`src/rtl/bcc_pkg.sv`:
```
package bcc_pkg;
  localparam int STAT_W = 3;
  localparam int PH_W   = 3;

  typedef enum logic [PH_W-1:0] {
    PH_IDLE, PH_T1, PH_T2, PH_T3, PH_TW, PH_T4
  } phase_t;

  typedef enum logic [STAT_W-1:0] {
    ST_INTA  = 3'b000,
    ST_IORD  = 3'b001,
    ST_IOWR  = 3'b010,
    ST_HALT  = 3'b011,
    ST_FETCH = 3'b100,
    ST_MRD   = 3'b101,
    ST_MWR   = 3'b110,
    ST_PASS  = 3'b111
  } stat_t;

  // internal command set, active high
  typedef struct packed {
    logic inta;
    logic mrd;
    logic mwr;
    logic amwr;
    logic iord;
    logic iowr;
    logic aiowr;
  } cmd_t;
endpackage

```
`src/rtl/bcc_start_det.sv`:
```
module bcc_start_det
  import bcc_pkg::*;
#(
  parameter int SW = STAT_W
) (
  input  logic          clk,
  input  logic          rst,
  input  logic [SW-1:0] stat,
  output logic          start,
  output stat_t         code
);
  logic [SW-1:0] prev_q;

  always_ff @(posedge clk) begin
    if (rst) prev_q <= ST_PASS;
    else     prev_q <= stat;
  end

  assign code  = stat_t'(stat);
  // passive-to-active transition, halt excluded
  assign start = (prev_q == ST_PASS) && (code != ST_PASS) && (code != ST_HALT);
endmodule

```
`src/rtl/bcc_seq.sv`:
```
module bcc_seq
  import bcc_pkg::*;
(
  input  logic   clk,
  input  logic   rst,
  input  logic   start,
  input  stat_t  code,
  input  logic   rdy,
  output phase_t phase_d,
  output stat_t  code_d
);
  phase_t phase_q;
  stat_t  code_q;

  always_comb begin
    phase_d = phase_q;
    code_d  = code_q;
    case (phase_q)
      PH_IDLE: if (start) begin
        phase_d = PH_T1;
        code_d  = code;
      end
      PH_T1: phase_d = PH_T2;
      PH_T2: phase_d = PH_T3;
      PH_T3, PH_TW: phase_d = rdy ? PH_T4 : PH_TW;
      PH_T4: begin
        if (start) begin
          phase_d = PH_T1;
          code_d  = code;
        end else begin
          phase_d = PH_IDLE;
        end
      end
      default: phase_d = PH_IDLE;
    endcase
  end

  always_ff @(posedge clk) begin
    if (rst) begin
      phase_q <= PH_IDLE;
      code_q  <= ST_PASS;
    end else begin
      phase_q <= phase_d;
      code_q  <= code_d;
    end
  end
endmodule

```
`src/rtl/bcc_cmd_dec.sv`:
```
module bcc_cmd_dec
  import bcc_pkg::*;
(
  input  logic   clk,
  input  logic   rst,
  input  phase_t phase,
  input  stat_t  code,
  input  logic   aen_n,
  input  logic   cen,
  input  logic   iob,
  output logic   ale,
  output logic   den,
  output logic   dt_r,
  output logic   mce_pden,
  output cmd_t   cmd
);
  logic in_cyc, data_ph, late_ph, is_rd, gate;
  logic ale_d, den_d, dtr_d, mp_d;
  cmd_t cmd_d;

  always_comb begin
    in_cyc  = (phase != PH_IDLE);
    data_ph = (phase == PH_T2) || (phase == PH_T3) || (phase == PH_TW) || (phase == PH_T4);
    late_ph = (phase == PH_T3) || (phase == PH_TW) || (phase == PH_T4);
    is_rd   = (code == ST_INTA) || (code == ST_IORD) || (code == ST_FETCH) || (code == ST_MRD);
    gate    = cen && !aen_n;

    ale_d = (phase == PH_T1);
    den_d = cen && data_ph;
    dtr_d = !(in_cyc && is_rd);
    mp_d  = cen && (iob ? data_ph : ((phase == PH_T1) && (code == ST_INTA)));

    cmd_d.inta  = gate && data_ph && (code == ST_INTA);
    cmd_d.mrd   = gate && data_ph && ((code == ST_MRD) || (code == ST_FETCH));
    cmd_d.iord  = gate && data_ph && (code == ST_IORD);
    cmd_d.amwr  = gate && data_ph && (code == ST_MWR);
    cmd_d.mwr   = gate && late_ph && (code == ST_MWR);
    cmd_d.aiowr = gate && data_ph && (code == ST_IOWR);
    cmd_d.iowr  = gate && late_ph && (code == ST_IOWR);
  end

  always_ff @(posedge clk) begin
    if (rst) begin
      ale      <= 1'b0;
      den      <= 1'b0;
      dt_r     <= 1'b1;
      mce_pden <= 1'b0;
      cmd      <= '0;
    end else begin
      ale      <= ale_d;
      den      <= den_d;
      dt_r     <= dtr_d;
      mce_pden <= mp_d;
      cmd      <= cmd_d;
    end
  end
endmodule

```
`src/rtl/bus_cmd_ctrl.sv`:
```
module bus_cmd_ctrl
  import bcc_pkg::*;
#(
  parameter int SW = STAT_W
) (
  input  logic          clk,
  input  logic          rst,
  input  logic [SW-1:0] stat,
  input  logic          rdy,
  input  logic          aen_n,
  input  logic          cen,
  input  logic          iob,
  output logic          ale,
  output logic          den,
  output logic          dt_r,
  output logic          mce_pden,
  output logic          inta_n,
  output logic          mrd_n,
  output logic          mwr_n,
  output logic          amwr_n,
  output logic          iord_n,
  output logic          iowr_n,
  output logic          aiowr_n
);
  logic   start;
  stat_t  code;
  phase_t phase_d;
  stat_t  code_d;
  cmd_t   cmd;

  bcc_start_det #(.SW(SW)) u_det (
    .clk(clk), .rst(rst), .stat(stat), .start(start), .code(code)
  );

  bcc_seq u_seq (
    .clk(clk), .rst(rst), .start(start), .code(code), .rdy(rdy),
    .phase_d(phase_d), .code_d(code_d)
  );

  bcc_cmd_dec u_dec (
    .clk(clk), .rst(rst), .phase(phase_d), .code(code_d),
    .aen_n(aen_n), .cen(cen), .iob(iob),
    .ale(ale), .den(den), .dt_r(dt_r), .mce_pden(mce_pden), .cmd(cmd)
  );

  assign inta_n  = ~cmd.inta;
  assign mrd_n   = ~cmd.mrd;
  assign mwr_n   = ~cmd.mwr;
  assign amwr_n  = ~cmd.amwr;
  assign iord_n  = ~cmd.iord;
  assign iowr_n  = ~cmd.iowr;
  assign aiowr_n = ~cmd.aiowr;
endmodule

```
`config.mk`:
```
export PLATFORM = sky130hd
export DESIGN_NAME = bus_cmd_ctrl
export DESIGN_NICKNAME = d
export VERILOG_FILES = /design/src/rtl/bcc_pkg.sv /design/src/rtl/bcc_start_det.sv /design/src/rtl/bcc_seq.sv /design/src/rtl/bcc_cmd_dec.sv /design/src/rtl/bus_cmd_ctrl.sv
export SDC_FILE = /design/constraint.sdc
export NUM_CORES = 1
export LEC_CHECK = 0
export ABC_CLOCK_PERIOD_IN_PS = 1450
export BUFFER_PORTS_ARGS = -buffer_cell sky130_fd_sc_hd__buf_2
export CORE_MARGIN = 2
export CORE_UTILIZATION = 35
export CTS_BUF_LIST = sky130_fd_sc_hd__clkbuf_16
export DETAILED_ROUTE_END_ITERATION = 6
export GPL_ROUTABILITY_DRIVEN = 0
export PLACE_DENSITY = 0.66
export SLEW_MARGIN = 20
export SYNTH_ARGS = -nofsm -noshare
export SYNTH_HDL_FRONTEND = slang
export SYNTH_SLANG_ARGS = --single-unit
```
`constraint.sdc`:
```
create_clock -name clk -period 1.45 [get_ports clk]
set_input_delay 0.29 -clock clk [delete_from_list [all_inputs] [get_ports clk]]
set_output_delay 0.29 -clock clk [all_outputs]
set_load 0.01 [all_outputs]
```
Word level (Yosys, flattened, before mapping)
Cells that the tools add are included.
{ "totals": {"in_bits": 9, "wordCells": 78, "out_inout_bits": 11, "register_bits": 20} }
{ "classes": {"bitwise_logic": 7, "eq_ne": 18, "n_mux": 7, "n_reduce_logical": 32} }
{ "op_table": {"columns": ["cell", "count"], "rows": [
  ["3-bit == test, second input constant", 8],
  ["1-bit logical AND", 16],
  ["3-bit by 2-bit == test with 1-bit output, second input constant", 5],
  ["3-bit one-hot mux with 5 select lines", 1],
  ["3-bit by 1-bit == test with 1-bit output, second input constant", 3],
  ["1-bit logical OR", 9],
  ["3-bit 2-to-1 mux", 3],
  ["1-bit inverter", 7],
  ["3-bit zero test", 2],
  ["2-bit OR reduction", 2],
  ["1-bit 2-to-1 mux", 3],
  ["3-bit by 2-bit inequality test with 1-bit output, second input constant", 1],
  ["3-bit inequality test, second input constant", 1],
  ["3-bit nonzero test", 1],
  ["1-bit zero test", 2]
]} }

Longest topological paths before layout
Gate-level depths: netlist of run 1.
{ "depth": {"word_depth": 11, "ltp_mapped": 5, "ltp_nobuf": 4} }

Cells and area by module
A second synthesis of run 1 with hierarchy kept.
{ "unflattened": {"cells_unflattened": 90, "hier_area_um2": 858.3} }
{ "by_module_without_submodules": {"columns": ["module", "area_per_inst_um2", "n_inst", "cells_each", "seq_area_each_um2"], "rows": [
  ["bcc_cmd_dec", 379.1, 1, 35, 220.2],
  ["bcc_seq", 341.6, 1, 37, 120.1],
  ["bcc_start_det", 111.4, 1, 11, 60.1],
  ["bus_cmd_ctrl", 26.3, 1, 7, 0.0]
]} }

Worst setup path after synthesis of run 1
Ideal clock, no wire load.
{ "synth_timing": {"kind": "reg-to-reg", "startpoint": "register u_seq.phase_q[0]", "endpoint": "register, netlist name u_dec.cmd[4]", "t_arrival_ns": 1.498, "path_stages_with_launch": 6, "t_required_ns": 1.372, "n_path_buf": 1, "setup_slack_ns": -0.126, "setup_time_ns": 0.078, "path_cell_list": "dfxtp_1 > xor2_1 > or4_1 > buf_6 > mux2i_4 > nor3_1"} }
{ "synth_between": {"elab_chain_cells": 8, "word_cells_on_any_way": 19, "classes_between": "eq/ne (9); mux (3); reduce/logical (7)"} }
{ "synth_lines": {"columns": ["item", "line_no", "text"], "rows": [
  ["start: declaration", "bcc_seq.sv:12", "phase_t phase_q;"],
  ["start signal: assignment", "bcc_seq.sv:43", "phase_q <= phase_d;"],
  ["3-bit by 2-bit == test with 1-bit output or 3-bit == test (tied branches)", "bcc_seq.sv:18", "case (phase_q)"],
  ["2-bit OR reduction", "bcc_seq.sv:18", null],
  ["3-bit one-hot mux with 5 select lines", "bcc_seq.sv:18", null],
  ["3-bit by 2-bit == test with 1-bit output or 3-bit == test (tied branches)", "bcc_cmd_dec.sv:24", "late_ph = (phase == PH_T3) || (phase == PH_TW) || (phase == PH_T4);"],
  ["1-bit logical OR (2 in series)", "bcc_cmd_dec.sv:24", null],
  ["1-bit logical AND", "bcc_cmd_dec.sv:37", "cmd_d.mwr = gate && late_ph && (code == ST_MWR);"],
  ["1-bit logical AND *", "bcc_cmd_dec.sv:37", null]
]} }
Mark *: on every way between the ends. The rest lies on a longest branch, timed or not.
A chain may end at the register's enable or synchronous reset.

Final worst setup path of run 1
{ "layout_timing": {"startpoint": "register u_seq.phase_q[2]", "endpoint": "register, netlist name u_dec.cmd[5]"} }
{ "layout_between": {"elab_chain_cells": 9, "word_cells_on_any_way": 23, "classes_between": "eq/ne (11); mux (3); reduce/logical (9)"} }
{ "layout_lines": {"columns": ["item", "line_no", "text"], "rows": [
  ["3-bit by 2-bit == test with 1-bit output or 3-bit == test (tied branches)", "bcc_seq.sv:18", null],
  ["2-bit OR reduction", "bcc_seq.sv:18", null],
  ["3-bit one-hot mux with 5 select lines", "bcc_seq.sv:18", null],
  ["3-bit by 2-bit == test with 1-bit output", "bcc_cmd_dec.sv:23", "data_ph = (phase == PH_T2) || (phase == PH_T3) || (phase == PH_TW) || (phase == PH_T4);"],
  ["1-bit logical OR (3 in series)", "bcc_cmd_dec.sv:23", null],
  ["1-bit logical AND", "bcc_cmd_dec.sv:34", "cmd_d.mrd = gate && data_ph && ((code == ST_MRD) || (code == ST_FETCH));"],
  ["1-bit logical AND *", "bcc_cmd_dec.sv:34", null]
]} }
Marks and branches as above.

==> results of run 1 <==
what timing repair did:
item / CTS / global route
gates resized for setup: 13 / 5
setup buffers: 1 / 0
pin swaps: 9 / 8
endpoints found under the setup margin: 10 / 11
per-layer routing:
| layer | share of wire (%) | global-route usage (%) | vias to the layer above | wire length [microns] |
|---|---|---|---|---|
| li1 | - | - | 360 | - |
| met1 | 43 | 15.11 | 309 | 678 |
| met2 | 53 | 25.53 | 13 | 838 |
| met3 | 4.3 | 2.586 | 2 | 68 |
| met4 | 0.63 | 6.579 | 0 | 10 |
| met5 | 0 | 0 | - | 0 |
worst max-delay path: cells and delay by family (launching register included):
kind	cells	cell delay [ns]
buf+inv	1	0.17
flops	1	0.33
xor+xnor	1	0.19
compound gates	1	0.15
simple gates	1	0.57
sequential cells by signal (all words and copies together) (netlist names):
name	count
u_dec.mce_pden	1
u_seq.phase_q	3
u_det.prev_q	3
u_dec.cmd	7
u_dec.dt_r	1
u_seq.code_q	3
u_dec.den	1
u_dec.ale	1
kinds of logic after synthesis:
family / count (synthesis) / synth area share [%]
buf+inv: 10 / 5.565
mux: 1 / 2.782
xor+xnor: 3 / 3.246
compound gates: 11 / 8.656
flops: 20 / 49.46
simple gates: 43 / 30.29
cell usage after synthesis, drive strengths merged:
library cell | number | area share, %
nand2 | 7 | 3.2
or2b | 1 | 0.93
nor2b | 1 | 0.77
xor2 | 2 | 2.2
clkbuf | 2 | 0.93
nand2b | 2 | 1.5
or3 | 1 | 0.77
or4b | 1 | 1.2
nand3 | 1 | 0.62
buf | 1 | 1.4
a32oi | 1 | 1.1
and2 | 2 | 1.5
nand3b | 6 | 5.6
a211oi | 3 | 2.8
nor2 | 12 | 5.9
nor3 | 2 | 1.2
a311oi | 1 | 1.1
dfxtp | 20 | 49
or4 | 2 | 2.3
a21oi | 6 | 3.7
inv | 7 | 3.2
or2 | 4 | 3.1
mux2i | 1 | 2.8
xnor2 | 1 | 1.1
nor4 | 1 | 1.5
placed cells by master, fill, tap and decap left out:
cell | synthesis | final
buf_2 | 0 | 19
dfxtp_1 | 20 | 18
buf_4 | 0 | 11
nor2_1 | 11 | 10
inv_1 | 7 | 7
nand3b_1 | 6 | 6
nand2_1 | 7 | 5
or2_2 | 4 | 4
a21oi_1 | 6 | 4
clkbuf_16 | 0 | 3
nor2_4 | 0 | 2
xor2_2 | 0 | 2
or4_4 | 1 | 2
nand2b_1 | 2 | 2
a211oi_1 | 3 | 2
nand2_2 | 0 | 2
nor3_2 | 0 | 2
a21oi_2 | 0 | 2
buf_6 | 1 | 2
xnor2_1 | 1 | 1
and2_4 | 0 | 1
nand3_1 | 1 | 1
a311oi_1 | 1 | 1
nor4_2 | 1 | 1
or2b_1 | 1 | 1
nor2b_1 | 1 | 1
mux2i_4 | 1 | 1
or4b_4 | 0 | 1
and2_1 | 2 | 1
a211oi_2 | 0 | 1
or3_1 | 1 | 1
a32oi_1 | 1 | 1
clkinv_1 | 0 | 1
dfxtp_4 | 0 | 1
dfxtp_2 | 0 | 1
area by class of cell:
type | count | area [sq um]
clock inverters | 1 | 3.754
fillers | 195 | 1016
multi-input cells | 58 | 429.2
inverters | 7 | 26.28
well taps | 28 | 35.03
flip-flops and latches | 20 | 405.4
repair buffers | 32 | 200.2
clock buffers | 3 | 75.07
report_power, final:
group	leakage (nW)	switching, W	internal, W
clock	0.0385	0.000184	0.000366
combinational	0.258	0.000150	0.000160
sequential	0.165	0.0000261	0.000585
total	0.461	0.000361	0.00111
worst min-delay path by stage:
stage | startpoint | endpoint | cells after the start
finish | stat[2] | u_det.prev_q[2] | 2
global route | stat[2] | u_det.prev_q[2] | 2
global placement | u_seq.code_q[1] | u_dec.cmd[5] | 1
CTS | stat[2] | u_det.prev_q[2] | 2
floorplan | stat[0] | u_det.prev_q[0] | 1
detailed placement | u_seq.code_q[2] | u_seq.code_q[2] | 2
metrics by stage:
stage / cells / setup slack, ns / util [%]
2_1_floorplan: 88 / -0.06547 / -
3_3_place_gp: 144 / -0.1717 / 46.32
3_5_place_dp: 144 / -0.2044 / 46.32
4_1_cts: 149 / -0.04385 / 52.77
5_1_grt: 149 / -0.08010 / 53.63
6_report: 149 / -0.03301 / 53.63
==> results.toml, run 1 <==
[synthesis]
synth_nets = 97
synthCells = 88
post_synth.cell_area_avg_sq_um = 9.199
yosysWarningCount = 0
seq_area_frac_synth_pct = 49.46
ys_ff_latch = 20
synth_cell_type_count = 27
synth_area_sq_um = 809.5

[critical_path]
slowest_stage = "or4b_4"
end_kind = "register"
rr_worst_depth = 4
startpoint_type = "register"
cp-startpoint = "u_seq.phase_q[2]"
rr_endpoint = "u_dec.cmd[5]"
crit_path_cell_trace = "buf_4, xor2_2, or4b_4, a211oi_2"
r2r_start = "u_seq.phase_q[2]"
path_max_fanout = 10
arrival_ns = 1.65
rrSetupSlack_ns = -0.03
worstPathRequired_ns = 1.62
crit_end = "u_dec.cmd[5]"
cpPeakStageDelay_ns = 0.57
worstSetupPathType = "register to register"

[timing]
setup_tns_ns = -0.1028
post-route-period-util_pct = 102.3
hold_slack_ns = 0.2866
timing.fmax_mhz = 674.3
finalClockSkew_ns = 0.002883
finalSetupViolations = 5
tightest_slew_ns = 0.2272
max_slew_margin_pct = 84.53
fin_crit_ns = 1.483
hold_violations = 0
finalMaxSlewViolations = 0
rsz0062_at_grt = "yes"
worst_slack_ns = -0.03301

[cts]
clkLatencyLatePin_ns = 0.25
clock_path_buffers = 2
h-tree-depth = 1
cts-root-buf = "clkbuf_16"
cts_tree = "done"
cts.sinks = 20
cts_buffers = 3
clkSlewWorstSetupHoldPaths_ns = 0.05
holdBufCountCts = 0

[pwr]
vdd_drop_max_mv = 0.7277
power_density_mw_per_mm2 = 1253
p_leak_nw = 0.4608
power.total_w = 0.001472

[route]
routedWlPerCell_microns = 10.70
vias = 684
first_pass_iters = 4
drc_errors = 0
viasPerCell = 4.591
initialDrtViolationCount = 5
wirelength_microns = 1595
detail-route-antenna-nets = 0

[cells_and_area]
n_antenna_cell = 0
area_growth_pct = 45.13
layout-drive-gt1-share_pct = 47.93
postLayoutCellArea_sq_mm = 0.001175
nets = 131

[floorplanning]
rows = 17
die_area_sq_mm = 0.002713
start_util_pct = 36.95
core_area_sq_mm = 0.002191
fp.dieH_microns = 52.09
die_x_microns = 52.09
io-pin-count = 20

[grt]
grt_pass1_wl_microns = 2704
overflow = 0
grt_antenna_before_repair = 0
grt_pass1_vias = 657
grt_max_degree = 12
gr-usage-all-layers_pct = 13.90

[placement]
hpwl_microns = 1165
portBuffers = 19
placed_cell_area_sq_mm = 0.001015

[min_path]
hp-class = "input port to register"

[job]
drv_cap = 0

[status]
status = "complete, but fails checks"
violations = "negative setup slack"
Power figures use the tool's default switching activity.
==> run 2: changes to the inputs <==
CORE_UTILIZATION = 40   (was 35)
PLACE_DENSITY = 0.73   (was 0.66)
==> results.toml, run 2 (same netlist as run 1, synthesis figures left out) <==
[route]
initialDrtViolationCount = 4
viasPerCell = 4.653
detail-route-antenna-nets = 0
vias = 684
wirelength_microns = 1717
drc_errors = 0
routedWlPerCell_microns = 11.68
first_pass_iters = 4

[cts]
cts-root-buf = "clkbuf_16"
clkSlewWorstSetupHoldPaths_ns = 0.05
h-tree-depth = 1
clock_path_buffers = 2
clkLatencyLatePin_ns = 0.25
cts_tree = "done"
cts.sinks = 20
cts_buffers = 3
holdBufCountCts = 0

[pwr]
p_clk_share_pct = 37.4
intPower_w = 0.001106
p_leak_nw = 0.4574
seqPwrFrac_pct = 41.6
power_density_mw_per_mm2 = 1268
power_frac_comb_pct = 21.0
power.total_w = 0.001466
netSwitchingFraction_pct = 24.59
p_switching_w = 0.0003605
vdd_drop_max_mv = 0.7207

[timing]
finalClockSkew_ns = 0.0007693
finalMaxSlewViolations = 0
hold_violations = 0
worst_slack_ns = -0.01890
max_slew_margin_pct = 81.59
timing.fmax_mhz = 680.8
fin_crit_ns = 1.469
tightest_slew_ns = 0.2744
finalSetupViolations = 5
rsz0062_at_grt = "yes"
post-route-period-util_pct = 101.3

[cells_and_area]
mostFrequentLayoutCell = "buf_2"
postLayoutCellArea_sq_mm = 0.001156
area_growth_pct = 42.81
fillCellCount = 181
nets = 131
multi_input_area_sq_um = 417.9
layout-drive-gt1-share_pct = 45.83
top_register = "u_dec.cmd"
layout_common_cells = "buf_2 (19), dfxtp_1 (18), buf_4 (11)"
postLayoutCoreUtil_pct = 59.54
seqCellArea_sq_um = 402.9
largest_reg_flops = 7
n_antenna_cell = 0

[placement]
portBuffers = 19
hpwl_microns = 1176
placed_cell_area_sq_mm = 0.001013

[critical_path]
path_max_fanout = 6
worstPathRequired_ns = 1.63
end_kind = "register"
worstSetupPathType = "register to register"
arrival_ns = 1.65
startpoint_type = "register"

[grt]
grt_pass1_vias = 670
grt_antenna_before_repair = 0
grt_max_degree = 11
gr-usage-all-layers_pct = 16.58
grt_pass1_wl_microns = 2967
overflow = 0

[floorplanning]
start_util_pct = 41.69
io-pin-count = 20
fp.dieH_microns = 48.99
die_area_sq_mm = 0.002400
die_x_microns = 48.99
rows = 16
core_area_sq_mm = 0.001942

[status]
violations = "negative setup slack"
status = "complete, but fails checks"

[min_path]
hp-class = "input port to register"

[job]
drv_cap = 0
==> run 2: critical path: stages, from the launching register on <==
cell     delay [ns]
dfxtp_2        0.34
buf_4          0.15
nor2_4         0.04
xor2_2         0.15
or4_4          0.53
nor3_2         0.18
==> run 2: repair_timing <==
item	CTS	global route
buffers inserted	1	0
pin swaps	7	2
endpoints found under the setup margin	10	11
gates resized for setup	10	4
cloned	0	0
==> run 2: metal layers <==
| metal | vias up | share of wire, % | global-route usage (%) |
|---|---|---|---|
| li1 | 357 | - | - |
| met1 | 303 | 42 | 18.24 |
| met2 | 19 | 52 | 29.68 |
| met3 | 5 | 4.3 | 3.681 |
| met4 | 0 | 2.3 | 8.571 |
| met5 | - | 0 | 0 |
==> run 2: path summary, 6_finish.rpt <==
path,startpoint,to,slack [ns],cells past startpoint
max,u_seq.phase_q[0],u_dec.cmd[1],-0.02,5
min,stat[2],u_det.prev_q[2],0.28,2
max reg2reg,u_seq.phase_q[0],u_dec.cmd[1],-0.02,5
min reg2reg,u_seq.code_q[2],u_seq.code_q[2],0.52,2
==> run 2: layout make-up <==
type	count	share of cell area (%)
Multi-Input combinational cell	58	36.15
Sequential cell	20	34.85
Tap cell	27	2.922
Clock buffer	3	6.493
Inverter	7	2.273
Timing Repair Buffer	32	17.32
==> run 2: power by group through the flow <==
stage	Combinational (W)	Clock, W	Sequential [W]
after floorplan	0.000153	0	0.000623
after global placement	0.000260	0	0.000614
after detailed placement	0.000265	0	0.000615
after CTS	0.000301	0.000557	0.000608
after global routing	0.000339	0.000581	0.000613
final	0.000308	0.000549	0.000609
==> run 2: metrics by stage <==
| step | setup WS (ns) | instances | hold WS, ns | setup TNS (ns) |
|---|---|---|---|---|
| 2_1_floorplan | -0.06547 | 88 | 0.3966 | -0.09542 |
| 5_1_grt | -0.07851 | 147 | 0.2958 | -0.4427 |
| 3_5_place_dp | -0.2218 | 143 | 0.4904 | -1.620 |
| 4_1_cts | -0.02629 | 147 | 0.2792 | -0.1508 |
| 6_report | -0.01890 | 147 | 0.2808 | -0.06513 |
| 3_3_place_gp | -0.1673 | 143 | 0.4840 | -1.339 |
